### src/rtl/split_timer_pair.sv
module split_timer_pair #(
  parameter int BYTE_W   = 8,
  parameter int DIV_SLOW = 12,
  parameter int DIV_FAST = 4
) (
  input  logic                clk,
  input  logic                rst_n,
  input  logic                fast_sel,
  input  logic                event_pin,
  input  logic                gate_pin0,
  input  logic                gate_pin1,
  input  logic [1:0]          mode0,
  input  logic [1:0]          mode1,
  input  logic                cnt_sel0,
  input  logic                gate0,
  input  logic                run0,
  input  logic                gate1,
  input  logic                run1,
  input  logic                ovf0_clr,
  input  logic                ovf1_clr,
  output logic [BYTE_W-1:0]   cnt0_lo,
  output logic [BYTE_W-1:0]   cnt0_hi,
  output logic [2*BYTE_W-1:0] cnt1,
  output logic                ovf0,
  output logic                ovf1
);
  localparam int PW = $clog2(DIV_SLOW);
  localparam logic [PW-1:0] LIM_SLOW = PW'(DIV_SLOW - 1);
  localparam logic [PW-1:0] LIM_FAST = PW'(DIV_FAST - 1);
  localparam logic [1:0] SPLIT = 2'b11;

  logic [PW-1:0] pre;
  logic          tick;
  logic          smp_a, smp_b, fall;
  logic          split0, frz1, en0, inc0, inc_hi, en1, inc1;
  logic          lo_top, hi_top, t1_top;
  logic          set0, set1;

  assign tick   = pre >= (fast_sel ? LIM_FAST : LIM_SLOW);
  assign fall   = smp_b & ~smp_a;
  assign split0 = (mode0 == SPLIT);
  assign frz1   = (mode1 == SPLIT);
  assign en0    = run0 & (~gate0 | gate_pin0);
  assign inc0   = en0 & (cnt_sel0 ? fall : tick);
  assign inc_hi = split0 & run1 & tick;
  assign en1    = ~frz1 & (split0 | run1) & (~gate1 | gate_pin1);
  assign inc1   = en1 & tick;
  assign lo_top = &cnt0_lo;
  assign hi_top = &cnt0_hi;
  assign t1_top = &cnt1;
  assign set0   = inc0 & lo_top & (split0 | hi_top);
  assign set1   = (inc_hi & hi_top) | (~split0 & inc1 & t1_top);

  always_ff @(posedge clk or negedge rst_n) begin
    if (!rst_n) begin
      pre   <= '0;
      smp_a <= 1'b0;
      smp_b <= 1'b0;
    end else begin
      pre   <= tick ? '0 : pre + 1'b1;
      smp_a <= event_pin;
      smp_b <= smp_a;
    end
  end

  always_ff @(posedge clk or negedge rst_n) begin
    if (!rst_n) begin
      cnt0_lo <= '0;
      cnt0_hi <= '0;
    end else if (split0) begin
      if (inc0)   cnt0_lo <= cnt0_lo + 1'b1;
      if (inc_hi) cnt0_hi <= cnt0_hi + 1'b1;
    end else if (inc0) begin
      cnt0_lo <= cnt0_lo + 1'b1;
      if (lo_top) cnt0_hi <= cnt0_hi + 1'b1;
    end
  end

  always_ff @(posedge clk or negedge rst_n) begin
    if (!rst_n) cnt1 <= '0;
    else if (inc1) cnt1 <= cnt1 + 1'b1;
  end

  always_ff @(posedge clk or negedge rst_n) begin
    if (!rst_n) begin
      ovf0 <= 1'b0;
      ovf1 <= 1'b0;
    end else begin
      ovf0 <= set0 | (ovf0 & ~ovf0_clr);
      ovf1 <= set1 | (ovf1 & ~ovf1_clr);
    end
  end

  AST_TICK_SPACED: assert property (@(posedge clk) disable iff (!rst_n)
    tick |=> !tick);
  AST_EDGE_SINGLE: assert property (@(posedge clk) disable iff (!rst_n)
    fall |=> !fall);
  AST_LO_WRAP_FLAG: assert property (@(posedge clk) disable iff (!rst_n)
    (split0 && inc0 && cnt0_lo == '1) |=> (ovf0 && cnt0_lo == '0));
  AST_HI_WRAP_FLAG: assert property (@(posedge clk) disable iff (!rst_n)
    (split0 && run1 && tick && cnt0_hi == '1) |=> (ovf1 && cnt0_hi == '0));
  AST_T1_FROZEN: assert property (@(posedge clk) disable iff (!rst_n)
    (mode1 == SPLIT) |=> (cnt1 == $past(cnt1)));
  AST_T1_NO_FLAG: assert property (@(posedge clk) disable iff (!rst_n)
    (split0 && !ovf1 && !(run1 && tick && cnt0_hi == '1)) |=> !ovf1);
  AST_LO_HOLD: assert property (@(posedge clk) disable iff (!rst_n)
    (!run0 || (gate0 && !gate_pin0)) |=> (cnt0_lo == $past(cnt0_lo)));
endmodule

### config.mk
export PLATFORM = sky130hd
export DESIGN_NAME = split_timer_pair
export DESIGN_NICKNAME = d
export VERILOG_FILES = /design/src/rtl/split_timer_pair.sv
export SDC_FILE = /design/constraint.sdc
export NUM_CORES = 1
export LEC_CHECK = 0
export BUFFER_PORTS_ARGS = -buffer_cell sky130_fd_sc_hd__buf_2
export CAP_MARGIN = 20
export CORE_ASPECT_RATIO = 1.5
export CORE_MARGIN = 2
export CORE_UTILIZATION = 55
export DETAILED_ROUTE_END_ITERATION = 8
export PLACE_DENSITY = 0.93
export SETUP_SLACK_MARGIN = 0.3
export SLEW_MARGIN = 20
export SYNTH_ARGS = -nofsm -noshare
export SYNTH_HDL_FRONTEND = slang
export SYNTH_SLANG_ARGS = --single-unit
### constraint.sdc
create_clock -name clk -period 4.2 [get_ports clk]
set_clock_uncertainty 0.1 [all_clocks]
set_input_delay 0.84 -clock clk [delete_from_list [all_inputs] [get_ports clk]]
set_output_delay 0.84 -clock clk [all_outputs]
set_load 0.02 [all_outputs]
* After elaboration in Yosys (flattened, before gate mapping)
Cells that the tools add are included. W data, S select, Z words.
Operators by class: multiplexer cells 7, order comparisons 1, bitwise logic cells 29, equal/unequal tests 3, add/subtract/negate cells 4, reduce and logical (&&, ||, !) cells 6
Operators with widths (count):
- $mux W8 | 4
- $add A16 B1 Y16 const B | 1
- $add A8 B1 Y8 const B | 2
- $reduce_and A16 Y1 | 1
- $reduce_and A8 Y1 | 2
- $and A1 B1 Y1 | 15
- $mux W4 | 2
- $not A1 Y1 | 7
- $or A1 B1 Y1 | 7
- $add A4 B1 Y4 const B | 1
- $eq A2 B2 Y1 const B | 2
- $ge A4 B4 Y1 | 1
- $reduce_bool A2 Y1 | 2
- $reduce_and A3 Y1 | 1
- $ne A2 B1 Y1 const B | 1
- $mux W1 | 1
Word-level totals: bits in registers 40, output and inout port bits 34, input port bits 17, word-level logic and storage cells 58

* Logic depth before layout (Yosys ltp)
depth in word-level cells 9, mapped depth 7, depth with buffers taken out 6

* Least setup slack after synthesis
Ideal clock, no wire load.
path kind input to register, start input fast_sel, end register cnt0_hi[1], stages 5, setup time 0.125 ns, buffers on the path 0, arrival 2.267 ns, setup slack 1.709 ns, cell sequence ha_1 o21a_2 or3_4 a41oi_4 mux2_2
Between the ends: longest elaborated chain between the ends 6, elaborated cells between the ends (all ways) 8
Ends and longest elaborated chain:
- from (decl) | RTL line 8 | input logic fast_sel,
- $mux W4 (*) | RTL line 39 | assign tick = pre >= (fast_sel ? LIM_FAST : LIM_SLOW);
- $ge A4 B4 Y1 (*) | RTL line 39
- $mux W1 | RTL line 44 | assign inc0 = en0 & (cnt_sel0 ? fall : tick);
- $and A1 B1 Y1 | RTL line 44
- $reduce_bool A2 Y1 (no source line)
- $reduce_and A3 Y1 (no source line) (*)
- to (signal assigned) | RTL line 72 | if (inc_hi) cnt0_hi <= cnt0_hi + 1'b1;
- to (signal assigned) | RTL line 75 | if (lo_top) cnt0_hi <= cnt0_hi + 1'b1;
- to (decl) | RTL line 22 | output logic [BYTE_W-1:0] cnt0_hi,
Mark *: on every way between the ends. The rest lies on a longest branch, timed or not. A chain may end at the register's enable or synchronous reset.

* Final worst setup path
start input fast_sel, end register cnt1[10]
Between the ends: longest elaborated chain between the ends 3
Ends and longest elaborated chain:
- $mux W4 | RTL line 39
- $ge A4 B4 Y1 | RTL line 39
- $and A1 B1 Y1 | RTL line 47 | assign inc1 = en1 & tick;
- to (signal assigned) | RTL line 81 | else if (inc1) cnt1 <= cnt1 + 1'b1;
- to (decl) | RTL line 23 | output logic [2*BYTE_W-1:0] cnt1,
Every way passes these cells.

==> results.py <==
metrics = {
    "logic_synthesis": {
        "synthDistinctLibCells": 35,
        "synth_compound_area_share_pct": 5.94,
        "synth.most_common_cell": "dfrtp_1",
        "synth-xor-area-share_pct": 14.5,
        "synth-edff-count": 0,
        "muxShareOfSynthArea_pct": 1.80,
        "synthFlopType": "dfrtp_1",
        "synth_common_cells": "dfrtp_1, xnor2_1, xor2_1",
        "synth_area_mm2": 0.00187,
        "synth_top_area_share_pct": 53.4,
        "synth_simple_gate_area_share_pct": 19.0,
        "synth_top_family_by_area": "simple AND/OR/NAND/NOR gates",
        "synth_seq_area_share_pct": 53.4,
        "yosysWarnings": 0,
        "synth_area_leaders": "dfrtp_1, xnor2_1, xor2_1, ha_1, nand3_1",
        "yosys.area.top_type": "dfrtp_1",
        "syn-num-nets": 184,
        "async_flop_share_pct": 100,
        "avgSynthCellArea_um2": 11.6,
        "ys_seq_elements": 40,
        "synthCells": 162,
        "synthAdderAreaFrac_pct": 3.34,
    },
    "sta": {
        "slew_viol_final": 0,
        "max-slew-margin-rel_pct": 41.1,
        "tightest_slew_ns": 0.876,
        "fmax_mhz": 408,
        "grt_setup_unrepaired": "false",
        "finalHoldViolCount": 0,
        "fin_crit_ns": 2.45,
        "setup_violations": 0,
        "fin_crit_sh_pct": 58.3,
        "worst_slack_ns": 1.75,
        "fin_tns_setup_ns": 0,
    },
    "placement": {
        "gp_congestion": 0.772,
        "dp_hpwl_um": 3030,
        "port_buffers": 50,
        "dp_cells": 253,
        "pre_cts_ws_ns": 1.46,
    },
    "clock_tree": {
        "cts_buffers": 5,
        "cts_root_buf": "clkbuf_8",
        "hold_buffers": 0,
        "cts_max_path_buffers": 2,
        "cts_tree": "yes",
        "cts_resized": 0,
        "clock_latency_ns": 0.30,
        "clock-sinks": 40,
        "htreeDepth": 2,
        "clk_pin_slew_ns": 0.08,
        "post_cts_buffers": 0,
    },
    "routing": {
        "wire_per_inst_um": 15.5,
        "first_pass_iters": 4,
        "drt-total-wl_um": 4040,
        "ant_nets": 0,
        "num_vias": 1454,
        "drtIter0Drc": 23,
        "via_per_inst": 5.57,
        "drcViolationCount": 0,
    },
    "setup_path": {
        "crit_start": "fast_sel",
        "worstPathArrival_ns": 2.54,
        "critPathRequiredTime_ns": 4.29,
        "timing.rr.start": "pre[3]",
        "critPathSlowestCell": "nor4_1",
        "path_class": "input pin to register",
        "worst_path_largest_cell_delay_ns": 0.68,
        "worst-path-max-fanout": 5,
        "rrSetupSlack_ns": 1.98,
        "path_buf_inv": 1,
        "cp_top_family": "simple AND/OR/NAND/NOR gates",
        "cp_cell_sequence": "buf_2 -> ha_1 -> o21a_2 -> o221ai_2 -> nor4_1 -> nand4_1 -> xnor2_1",
        "start_kind": "input pin",
        "r2r_cells": 6,
        "r2r_end": "cnt1[10]",
        "cp-end-kind": "register",
    },
    "global_routing": {
        "grt_use_total_pct": 24.4,
        "grt_pass1_wl_um": 6750,
        "overflow": 0,
        "grt_max_degree": 41,
        "grt_pass1_vias": 1436,
        "grt.met1_usage_pct": 26.8,
        "use_met3_pct": 7.25,
        "antenna_found_initial": 0,
        "grt_busiest_layer": "met2",
        "met2_usage_pct": 42.0,
    },
    "final_layout": {
        "nets": 240,
        "syn_to_final_growth_pct": 22.6,
        "final_core_util_pct": 69.3,
        "drive_gt1_share_pct": 32.4,
        "layoutNonFillerInstCount": 261,
        "antenna_cells": 0,
    },
    "hold_path": {
        "min_to": "smp_b",
        "min_path_type": "register to register",
        "min_from": "smp_a",
        "hold_depth": 0,
    },
    "pwr": {
        "p_leak_uw": 0.00120,
        "pwr_density_cell_mw_per_mm2": 544,
        "ir_worst_vdd_mv": 0.470,
        "total_power_uw": 1250,
    },
    "die": {
        "start_util_pct": 56.5,
        "coreArea_mm2": 0.00332,
        "die_area_mm2": 0.00390,
        "io_pins": 51,
        "rows": 26,
        "die_w_um": 51.7,
        "die_h_um": 75.5,
    },
    "outcome": {
        "status": "finished clean",
    },
    "job": {
        "drv_cap": 0,
    },
}
worst register-to-register path: stages, from the launching register on:
cell	delay, ns
dfrtp_1	0.40
ha_1	0.28
o21a_2	0.16
o221ai_2	0.12
nor4_1	0.68
nand4_1	0.21
xnor2_1	0.16
power by group:
group	switching (uW)	total, uW	internal [uW]	leakage (uW)
registers	97.7	561	463	0.000519
logic	201	344	143	0.000612
clock network	136	345	210	0.0000645
total	434	1250	816	0.00120
through the flow:
step	area (um2)	hold WS [ns]
after global placement	2170	0.258
after floorplan	1870	0.249
after CTS	2300	0.287
after detailed placement	2170	0.270
final	2300	0.291
after global routing	2300	0.298
kinds of logic (layout without fill, tap and decap cells):
logic type	Yosys count	count (layout)
AND/OR/NAND/NOR	62	62
AO/OA/AOI/OAI	11	11
multiplexers	3	3
buffers and inverters	10	67
XOR/XNOR	31	31
flip-flops	40	40
adder cells (fa/ha/maj)	5	5
per-layer routing:
layer | vias to the layer above | wire length, um
met1 | 720 | 1550
met2 | 49 | 2130
met4 | 0 | 139
met3 | 13 | 222
li1 | 672 | -
met5 | - | 0
placed cells by master, fill, tap and decap left out, drive strengths merged, types with 2 or more instances in the layout:
cell and n:
nor3 6, and3 2, nor2 12, ha 5, mux2 3, nand3 11
dfrtp 40, xor2 14, nand4 9, xnor2 17, buf 50, o22ai 2
inv 9, nand2 12, nor3b 3, clkbuf 7
flip-flops by register name, summed over array words and instances, names as in the netlist:
signal and flops:
cnt0_hi 8, cnt0_lo 8, cnt1 16, ovf0 1
ovf1 1, pre 4, smp_a 1, smp_b 1
worst max path at each step:
stage            endpoint  slack, ns  cells past startpoint
3_3_place_gp   cnt0_hi[1]       1.55                      6
5_1_grt          cnt1[10]       1.65                      7
6_report         cnt1[10]       1.75                      7
4_1_cts          cnt1[10]       1.76                      7
3_5_place_dp     cnt1[10]       1.46                      7
2_1_floorplan  cnt0_hi[1]       1.71                      5
layout make-up:
class                           count  area (um2)
Multi-Input combinational cell    112         835
Clock inverter                      1        30.0
Timing Repair Buffer               50         250
Clock buffer                        7        96.3
Fill cell                         272        1020
Sequential cell                    40        1000
Inverter                            9        33.8
Tap cell                           42        52.6
Note: power is estimated with default switching activity, not from simulation.
